==> src/rtl/sarc_pkg.sv <==
package sarc_pkg;

   // Default geometry: 13 decisions folded into a 10-bit code.
   localparam int RAW_W_DEF  = 13;
   localparam int CODE_W_DEF = 10;

   // Largest number of ones allowed in one bit column of the addition.
   localparam int MAX_COL_H  = 3;

   // Default table, entry for raw bit 12 first. The top binary weight is
   // spread over 288, 128, 64 and 32, interleaved with the binary ones.
   localparam logic [RAW_W_DEF*CODE_W_DEF-1:0] WEIGHTS_DEF = {
      10'd288, 10'd256, 10'd128, 10'd128, 10'd64, 10'd64, 10'd32,
      10'd32,  10'd16,  10'd8,   10'd4,   10'd2,  10'd1
   };

endpackage

==> src/rtl/sarc_pp_matrix.sv <==
module sarc_pp_matrix #(
   parameter int N_RAW = sarc_pkg::RAW_W_DEF,
   parameter int N_OUT = sarc_pkg::CODE_W_DEF,
   parameter int N_ROW = sarc_pkg::MAX_COL_H,
   parameter logic [N_RAW*N_OUT-1:0] WEIGHTS = sarc_pkg::WEIGHTS_DEF
) (
   input  logic [N_RAW-1:0]            raw,
   output logic [N_ROW-1:0][N_OUT-1:0] rows
);

   // Index of the raw bit that supplies the given slot of a column, or -1.
   function automatic int src_of(input int col, input int slot);
      int seen;
      int found;
      seen  = 0;
      found = -1;
      for (int i = 0; i < N_RAW; i++) begin
         if (WEIGHTS[i*N_OUT+col] && found < 0) begin
            if (seen == slot) found = i;
            seen++;
         end
      end
      return found;
   endfunction

   for (genvar c = 0; c < N_OUT; c++) begin : g_col
      for (genvar s = 0; s < N_ROW; s++) begin : g_slot
         localparam int SRC = src_of(c, s);
         if (SRC >= 0) begin : g_tap
            assign rows[s][c] = raw[SRC];
         end else begin : g_empty
            assign rows[s][c] = 1'b0;
         end
      end
   end

endmodule

==> src/rtl/sarc_fa_layer.sv <==
module sarc_fa_layer #(
   parameter int W = sarc_pkg::CODE_W_DEF
) (
   input  logic [W-1:0] a,
   input  logic [W-1:0] b,
   input  logic [W-1:0] c,
   output logic [W-1:0] s,
   output logic [W-1:0] cy
);

   for (genvar i = 0; i < W; i++) begin : g_fa
      assign s[i]  = a[i] ^ b[i] ^ c[i];
      assign cy[i] = (a[i] & b[i]) | (a[i] & c[i]) | (b[i] & c[i]);
   end

endmodule

==> src/rtl/sarc_cpa.sv <==
module sarc_cpa #(
   parameter int W = sarc_pkg::CODE_W_DEF
) (
   input  logic [W-1:0] x,
   input  logic [W-1:0] y,
   output logic [W-1:0] sum,
   output logic         cout
);

   logic [W:0] carry;

   assign carry[0] = 1'b0;

   for (genvar i = 0; i < W; i++) begin : g_bit
      assign sum[i]     = x[i] ^ y[i] ^ carry[i];
      assign carry[i+1] = (x[i] & y[i]) | (carry[i] & (x[i] ^ y[i]));
   end

   assign cout = carry[W];

endmodule

==> src/rtl/sarc_corrector.sv <==
module sarc_corrector #(
   parameter int N_RAW = sarc_pkg::RAW_W_DEF,
   parameter int N_OUT = sarc_pkg::CODE_W_DEF,
   parameter logic [N_RAW*N_OUT-1:0] WEIGHTS = sarc_pkg::WEIGHTS_DEF,
   parameter bit REG_OUT = 1'b1
) (
   input  logic             clk,
   input  logic             rst_n,
   input  logic             raw_valid,
   input  logic [N_RAW-1:0] raw_bits,
   output logic             code_valid,
   output logic [N_OUT-1:0] code
);

   localparam int FULL  = (1 << N_OUT) - 1;
   localparam int N_ROW = sarc_pkg::MAX_COL_H;

   function automatic int wt(input int i);
      int v;
      v = 0;
      for (int b = 0; b < N_OUT; b++) begin
         if (WEIGHTS[i*N_OUT+b]) v += (1 << b);
      end
      return v;
   endfunction

   function automatic bit total_ok();
      int t;
      t = 0;
      for (int i = 0; i < N_RAW; i++) t += wt(i);
      return t == FULL;
   endfunction

   function automatic bit order_ok();
      bit ok;
      ok = 1'b1;
      for (int i = 1; i < N_RAW; i++) begin
         if (wt(i) < wt(i-1)) ok = 1'b0;
      end
      return ok;
   endfunction

   function automatic bit cover_ok();
      bit ok;
      int lower;
      ok    = 1'b1;
      lower = 0;
      for (int i = 0; i < N_RAW; i++) begin
         if (wt(i) > lower + 1) ok = 1'b0;
         lower += wt(i);
      end
      return ok;
   endfunction

   function automatic bit shape_ok();
      bit ok;
      int ones;
      ok = 1'b1;
      for (int i = 0; i < N_RAW; i++) begin
         ones = 0;
         for (int b = 0; b < N_OUT; b++) begin
            if (WEIGHTS[i*N_OUT+b]) ones++;
         end
         if (ones == 0 || ones > 2) ok = 1'b0;
      end
      return ok;
   endfunction

   function automatic bit height_ok();
      bit ok;
      int h;
      ok = 1'b1;
      for (int b = 0; b < N_OUT; b++) begin
         h = 0;
         for (int i = 0; i < N_RAW; i++) begin
            if (WEIGHTS[i*N_OUT+b]) h++;
         end
         if (h > N_ROW) ok = 1'b0;
      end
      return ok;
   endfunction

   // Table legality, settled at elaboration.
   if (N_OUT < 2 || N_OUT > 30) begin : g_bad_width
      $error("sarc_corrector: N_OUT out of the supported range");
   end
   if (!total_ok()) begin : g_bad_total
      $error("sarc_corrector: weights must add up to full scale");
   end
   if (!order_ok()) begin : g_bad_order
      $error("sarc_corrector: weights must not grow towards raw bit 0");
   end
   if (!cover_ok()) begin : g_bad_cover
      $error("sarc_corrector: a weight exceeds one plus all lower weights");
   end
   if (!shape_ok()) begin : g_bad_shape
      $error("sarc_corrector: each weight needs one or two set bits");
   end
   if (!height_ok()) begin : g_bad_height
      $error("sarc_corrector: a bit column holds more than three ones");
   end

   logic [N_ROW-1:0][N_OUT-1:0] pp_rows;
   logic [N_OUT-1:0]            csa_s;
   logic [N_OUT-1:0]            csa_c;
   logic [N_OUT-1:0]            sum_w;
   logic                        cpa_cout;
   logic                        sum_ovf;

   sarc_pp_matrix #(
      .N_RAW   (N_RAW),
      .N_OUT   (N_OUT),
      .N_ROW   (N_ROW),
      .WEIGHTS (WEIGHTS)
   ) u_pp (
      .raw  (raw_bits),
      .rows (pp_rows)
   );

   sarc_fa_layer #(.W(N_OUT)) u_csa (
      .a  (pp_rows[0]),
      .b  (pp_rows[1]),
      .c  (pp_rows[2]),
      .s  (csa_s),
      .cy (csa_c)
   );

   sarc_cpa #(.W(N_OUT)) u_cpa (
      .x    (csa_s),
      .y    ({csa_c[N_OUT-2:0], 1'b0}),
      .sum  (sum_w),
      .cout (cpa_cout)
   );

   // Any carry beyond the code width; the checker requires it to stay low.
   assign sum_ovf = cpa_cout | csa_c[N_OUT-1];

   if (REG_OUT) begin : g_reg
      always_ff @(posedge clk or negedge rst_n) begin
         if (!rst_n) begin
            code_valid <= 1'b0;
            code       <= '0;
         end else begin
            code_valid <= raw_valid;
            if (raw_valid) code <= sum_w;
         end
      end
   end else begin : g_comb
      assign code_valid = raw_valid;
      assign code       = sum_w;
   end

endmodule

==> config.mk <==
export PLATFORM = sky130hd
export DESIGN_NAME = sarc_corrector
export DESIGN_NICKNAME = d
export VERILOG_FILES = /design/src/rtl/sarc_pkg.sv /design/src/rtl/sarc_pp_matrix.sv /design/src/rtl/sarc_fa_layer.sv /design/src/rtl/sarc_cpa.sv /design/src/rtl/sarc_corrector.sv
export SDC_FILE = /design/constraint.sdc
export NUM_CORES = 1
export LEC_CHECK = 0
export CAP_MARGIN = 25
export CORE_UTILIZATION = 49
export CTS_CLUSTER_DIAMETER = 60
export DETAILED_ROUTE_END_ITERATION = 16
export PLACE_DENSITY = 0.79
export SYNTH_ARGS = -nofsm -noshare
export SYNTH_HDL_FRONTEND = slang
export SYNTH_HIERARCHICAL = 1
export SYNTH_SLANG_ARGS = --single-unit
==> constraint.sdc <==
create_clock -name clk -period 1 [get_ports clk]
set_input_delay 0.2 -clock clk [delete_from_list [all_inputs] [get_ports clk]]
set_output_delay 0.2 -clock clk [all_outputs]
set_load 0.05 [all_outputs]
# --- Yosys cells after proc, flatten, opt, wreduce, memory -nomap -nowiden ---
# Index checks and enable logic that the tools add are counted.
word_totals:
  output_inout_bits: 11
  regBits: 11
  input_bits: 16
  elab_cells: 28
  mem_bits_ro: 0
  latch_bits: 0
  mem_count: 0
  ramBits: 0
classes:
  div_mod_pow: 0
  order_cmp: 0
  eq_ne: 0
  n_bitwise: 26
  shift: 0
  addsub: 0
  n_reduce_logical: 0
  mul: 0
  n_mux: 0
ops:
  columns: ["op", "count"]
  rows:
  - ["AND 1 bit", 11]
  - ["bitwise XOR 1 bit", 11]
  - ["OR 1 bit", 4]

# --- Logic depth before layout (Yosys ltp) ---
logic_depth:
  depth_word: 9
  mapped_depth: 17
  depth_no_buf: 16

# --- Modules after synthesis ---
# Netlist, hierarchy kept.
by_module_without_submodules:
  columns: ["mod", "instances", "cells_per_inst", "area_per_inst_um2"]
  rows:
  - ["sarc_corrector", 1, 23, 440.4]
  - ["sarc_cpa", 1, 20, 230.2]
  - ["sarc_pp_matrix", 1, 31, 229.0]
  - ["sarc_fa_layer", 1, 10, 200.2]

# --- Worst setup path after synthesis ---
# OpenSTA, ideal clock, no wires.
synth_timing:
  kind: "input-to-reg"
  from: "input port raw_bits[7]"
  to: "register code[9]"
  path_stages: 9
  n_path_buf: 1
  setup_time_ns: 0.066
  t_arrival_ns: 2.587
  slack_ns: -1.653
  required_ns: 0.934
  cell_sequence: "buf_4 > fa_1 > fa_1 > fa_1 > fa_1 > inv_1 > fa_1 > inv_1 > mux2_4"
synth_via:
  elab_chain_len: 7
  word_cells_on_any_way: 10
  classes_between: "bitwise (10)"
synth_rtl:
  columns: ["item", "line", "rtl"]
  rows:
  - ["from (decl)", "sarc_corrector.sv:10", "input logic [N_RAW-1:0] raw_bits,"]
  - ["bitwise XOR 1 bit", "sarc_fa_layer.sv:12", "assign s[i] = a[i] ^ b[i] ^ c[i];"]
  - ["net csa_s[6]", "sarc_corrector.sv:104", "logic [N_OUT-1:0] csa_s;"]
  - ["AND 1 bit (2 in a row)", "sarc_cpa.sv:16", "assign carry[i+1] = (x[i] & y[i]) | (carry[i] & (x[i] ^ y[i]));"]
  - ["OR 1 bit", "sarc_cpa.sv:16", null]
  - ["AND 1 bit", "sarc_cpa.sv:16", null]
  - ["OR 1 bit", "sarc_cpa.sv:16", null]
  - ["bitwise XOR 1 bit", "sarc_cpa.sv:15", "assign sum[i] = x[i] ^ y[i] ^ carry[i];"]
  - ["net sum_w[9]", "sarc_corrector.sv:106", "logic [N_OUT-1:0] sum_w;"]
  - ["to (signal assigned)", "sarc_corrector.sv:145", "if (raw_valid) code <= sum_w;"]
  - ["to (decl)", "sarc_corrector.sv:12", "output logic [N_OUT-1:0] code"]
# The timed path passes the listed nets, and every way through them passes these cells.
# A chain may end at the register's enable or synchronous reset.

# --- Worst setup path after layout ---
layout_timing:
  from: "input port raw_bits[8]"
  to: "register code[9]"
# The elaborated chain is that of the path after synthesis.

==> metrics.md <==
| Metric | Value |
|---|---|
| Num Clock Sinks | 11 |
| GRT Util Overall | 0.158 |
| Clock slew at reported path FFs | 0.06 ns |
| Root Driver | clkbuf_4 |
| Syn avg cell area | 13.2 um2 |
| Pwr/cell area | 2400 nW/um2 |
| Post-Synthesis Cells | 83 |
| Status | finished with violations |
| Area delta synth->final | 33.8% |
| Layout cell share with drive strength beyond 1 | 0.486 |
| H-tree depth | 1 |
| Minimum clock period | 2.27 ns |
| FF-to-FF End | code[7]$_DFFE_PN0P_ |
| Initial core utilization | 0.542 |
| Tightest Hold Check Type | input port to async pin |
| Largest net degree at the start of global routing | 12 |
| Worst EP required | 1.20 ns |
| Mapped cell area | 1100 um2 |
| Worst r2r path cells | 2 |
| Clk_skew | 0 ns |
| Vias in the first global route | 676 |
| Core area | 2020 um2 |
| Max Fanout on Critical Path | 1 |
| Net Sw Frac | 0.400 |
| Crit end category | flip-flop |
| Fmax | 440 MHz |
| Yosys warning count | 6 |
| Slew Viols, Final | 0 |
| P_sw | 1410 uW |
| Pre-CTS WS | -1.91 ns |
| Drt pass-1 iters | 1 |
| Worst-Skew Late Latency | 0.26 ns |
| Worst r2r src | code[7]$_DFFE_PN0P_ |
| VDD IR max | 0.00146 V |
| R2R Setup Slk | 0.07 ns |
| Wire length per cell | 11.0 um |
| Crit start category | input port |
| RSZ-0062 raised after global routing | true |
| Setup slack after layout | -1.27 ns |
| Grt ovf | 0 |
| Violated checks | setup timing |
| Row cnt | 16 |
| DP Area | 1360 um2 |
| Final HPWL DP | 1270 um |
| DRT iter0 DRCs | 0 |
| Die height | 49.3 um |
| CTS Buffer Depth | 2 |
| Num CTS Buffers | 3 |
| GP Congestion | 0.692 |
| Fin. Hold Viols | 0 |
| Leakage | 0.000715 uW |
| Flop pwr share | 0.240 |
| CTS tree | done |
| Die Width | 49.3 um |
| CP Class | input port to flip-flop |
| Global-route wire length before repair | 2770 um |
| Routed Antenna Nets | 0 |
| # diodes | 0 |
| # DRC | 0 |
| Via density per instance | 4.04 |
| Pint | 2110 uW |
| Part of the power in combinational logic | 0.678 |
| I/O pin count | 27 |
| Initial antenna violation count | 0 |
| # port buffers | 26 |
| Crit path arrival time | 2.47 ns |
| Full die area | 2430 um2 |
| Design area | 1470 um2 |
| Layout net count | 146 |
| Final setup viols | 21 |
| Final period utilization | 2.27 |
| Total number of vias | 549 |
| Maxcap violations | 0 |
| Routed WL | 1500 um |
| Clock power frac | 0.082 |
[power by group through the flow]
| stage | registers [uW] | clock network, uW | logic (uW) |
|---|---|---|---|
| after floorplan | 1390 | 0 | 653 |
| after detailed placement | 859 | 0 | 2170 |
| after CTS | 842 | 302 | 2330 |
| after global placement | 848 | 0 | 2120 |
| final | 844 | 286 | 2380 |
| after global routing | 864 | 327 | 2510 |
[cells in the final DEF (no fill, tap or decap), drive strengths merged]
cell type and n:
fa 19, dlymetal6s2s 1, inv 9, dlygate4sd2 1
dfrtp 11, clkdlybuf4s50 3, buf 33, mux2 10
clkbuf 4, ha 1, conb 17
[flip-flops by register name, summed over array words and instances, names as in the netlist]
signal	count
code_valid	1
code	10
[worst max-delay path by stage]
stage                  from             endpoint  slack (ns)
2_1_floorplan   raw_bits[0]  code[9]$_DFFE_PN0P_       -3.61
3_3_place_gp    raw_bits[8]  code[9]$_DFFE_PN0P_       -1.88
3_5_place_dp   raw_bits[12]  code[9]$_DFFE_PN0P_       -1.91
6_report        raw_bits[8]  code[9]$_DFFE_PN0P_       -1.27
5_1_grt         raw_bits[8]  code[9]$_DFFE_PN0P_       -1.33
4_1_cts         raw_bits[8]  code[9]$_DFFE_PN0P_       -1.34
[area by class of cell]
| type | count | area (um2) |
|---|---|---|
| timing repair buffer | 38 | 468 |
| clock buffer | 4 | 26.3 |
| fill | 141 | 556 |
| multi-input combinational | 47 | 629 |
| sequential | 11 | 275 |
| tap | 27 | 33.8 |
| inverter | 9 | 33.8 |
[critical path: stages]
cell	delay, ns
buf_6	0.09
fa_1	0.47
fa_2	0.36
fa_2	0.37
fa_2	0.34
inv_2	0.06
fa_1	0.39
inv_1	0.06
mux2_4	0.13
[through the flow]
stage / std cells / hold slack (ns) / total power, uW / util / setup TNS (ns)
after CTS: 134 / 0.237 / 3480 / 0.710 / -5.59
after global routing: 136 / 0.254 / 3710 / 0.725 / -5.64
after floorplan: 98 / -0.0956 / 2040 / - / -20.19
after detailed placement: 124 / 0.515 / 3030 / 0.674 / -11.19
after global placement: 124 / 0.504 / 2970 / 0.674 / -10.95
final: 136 / 0.238 / 3510 / 0.725 / -5.10
[what timing repair did]
action | 4_1_cts | 5_1_grt
setup buffers | 6 | 2
endpoints found under the setup margin | 21 | 21
resized for setup | 49 | 3
pin swaps | 18 | 16
hold buffers | 0 | 0
[per-layer routing]
layer / part of all wire / wire, um / up-vias / GRT usage
met5: 0 / 0 / - / 0
met4: 0.0067 / 10 / 0 / 0.0735
met3: 0.034 / 51 / 2 / 0.0187
met2: 0.62 / 924 / 17 / 0.306
met1: 0.34 / 510 / 277 / 0.166
li1: - / - / 253 / -
Note: power is estimated with default switching activity, not from simulation.
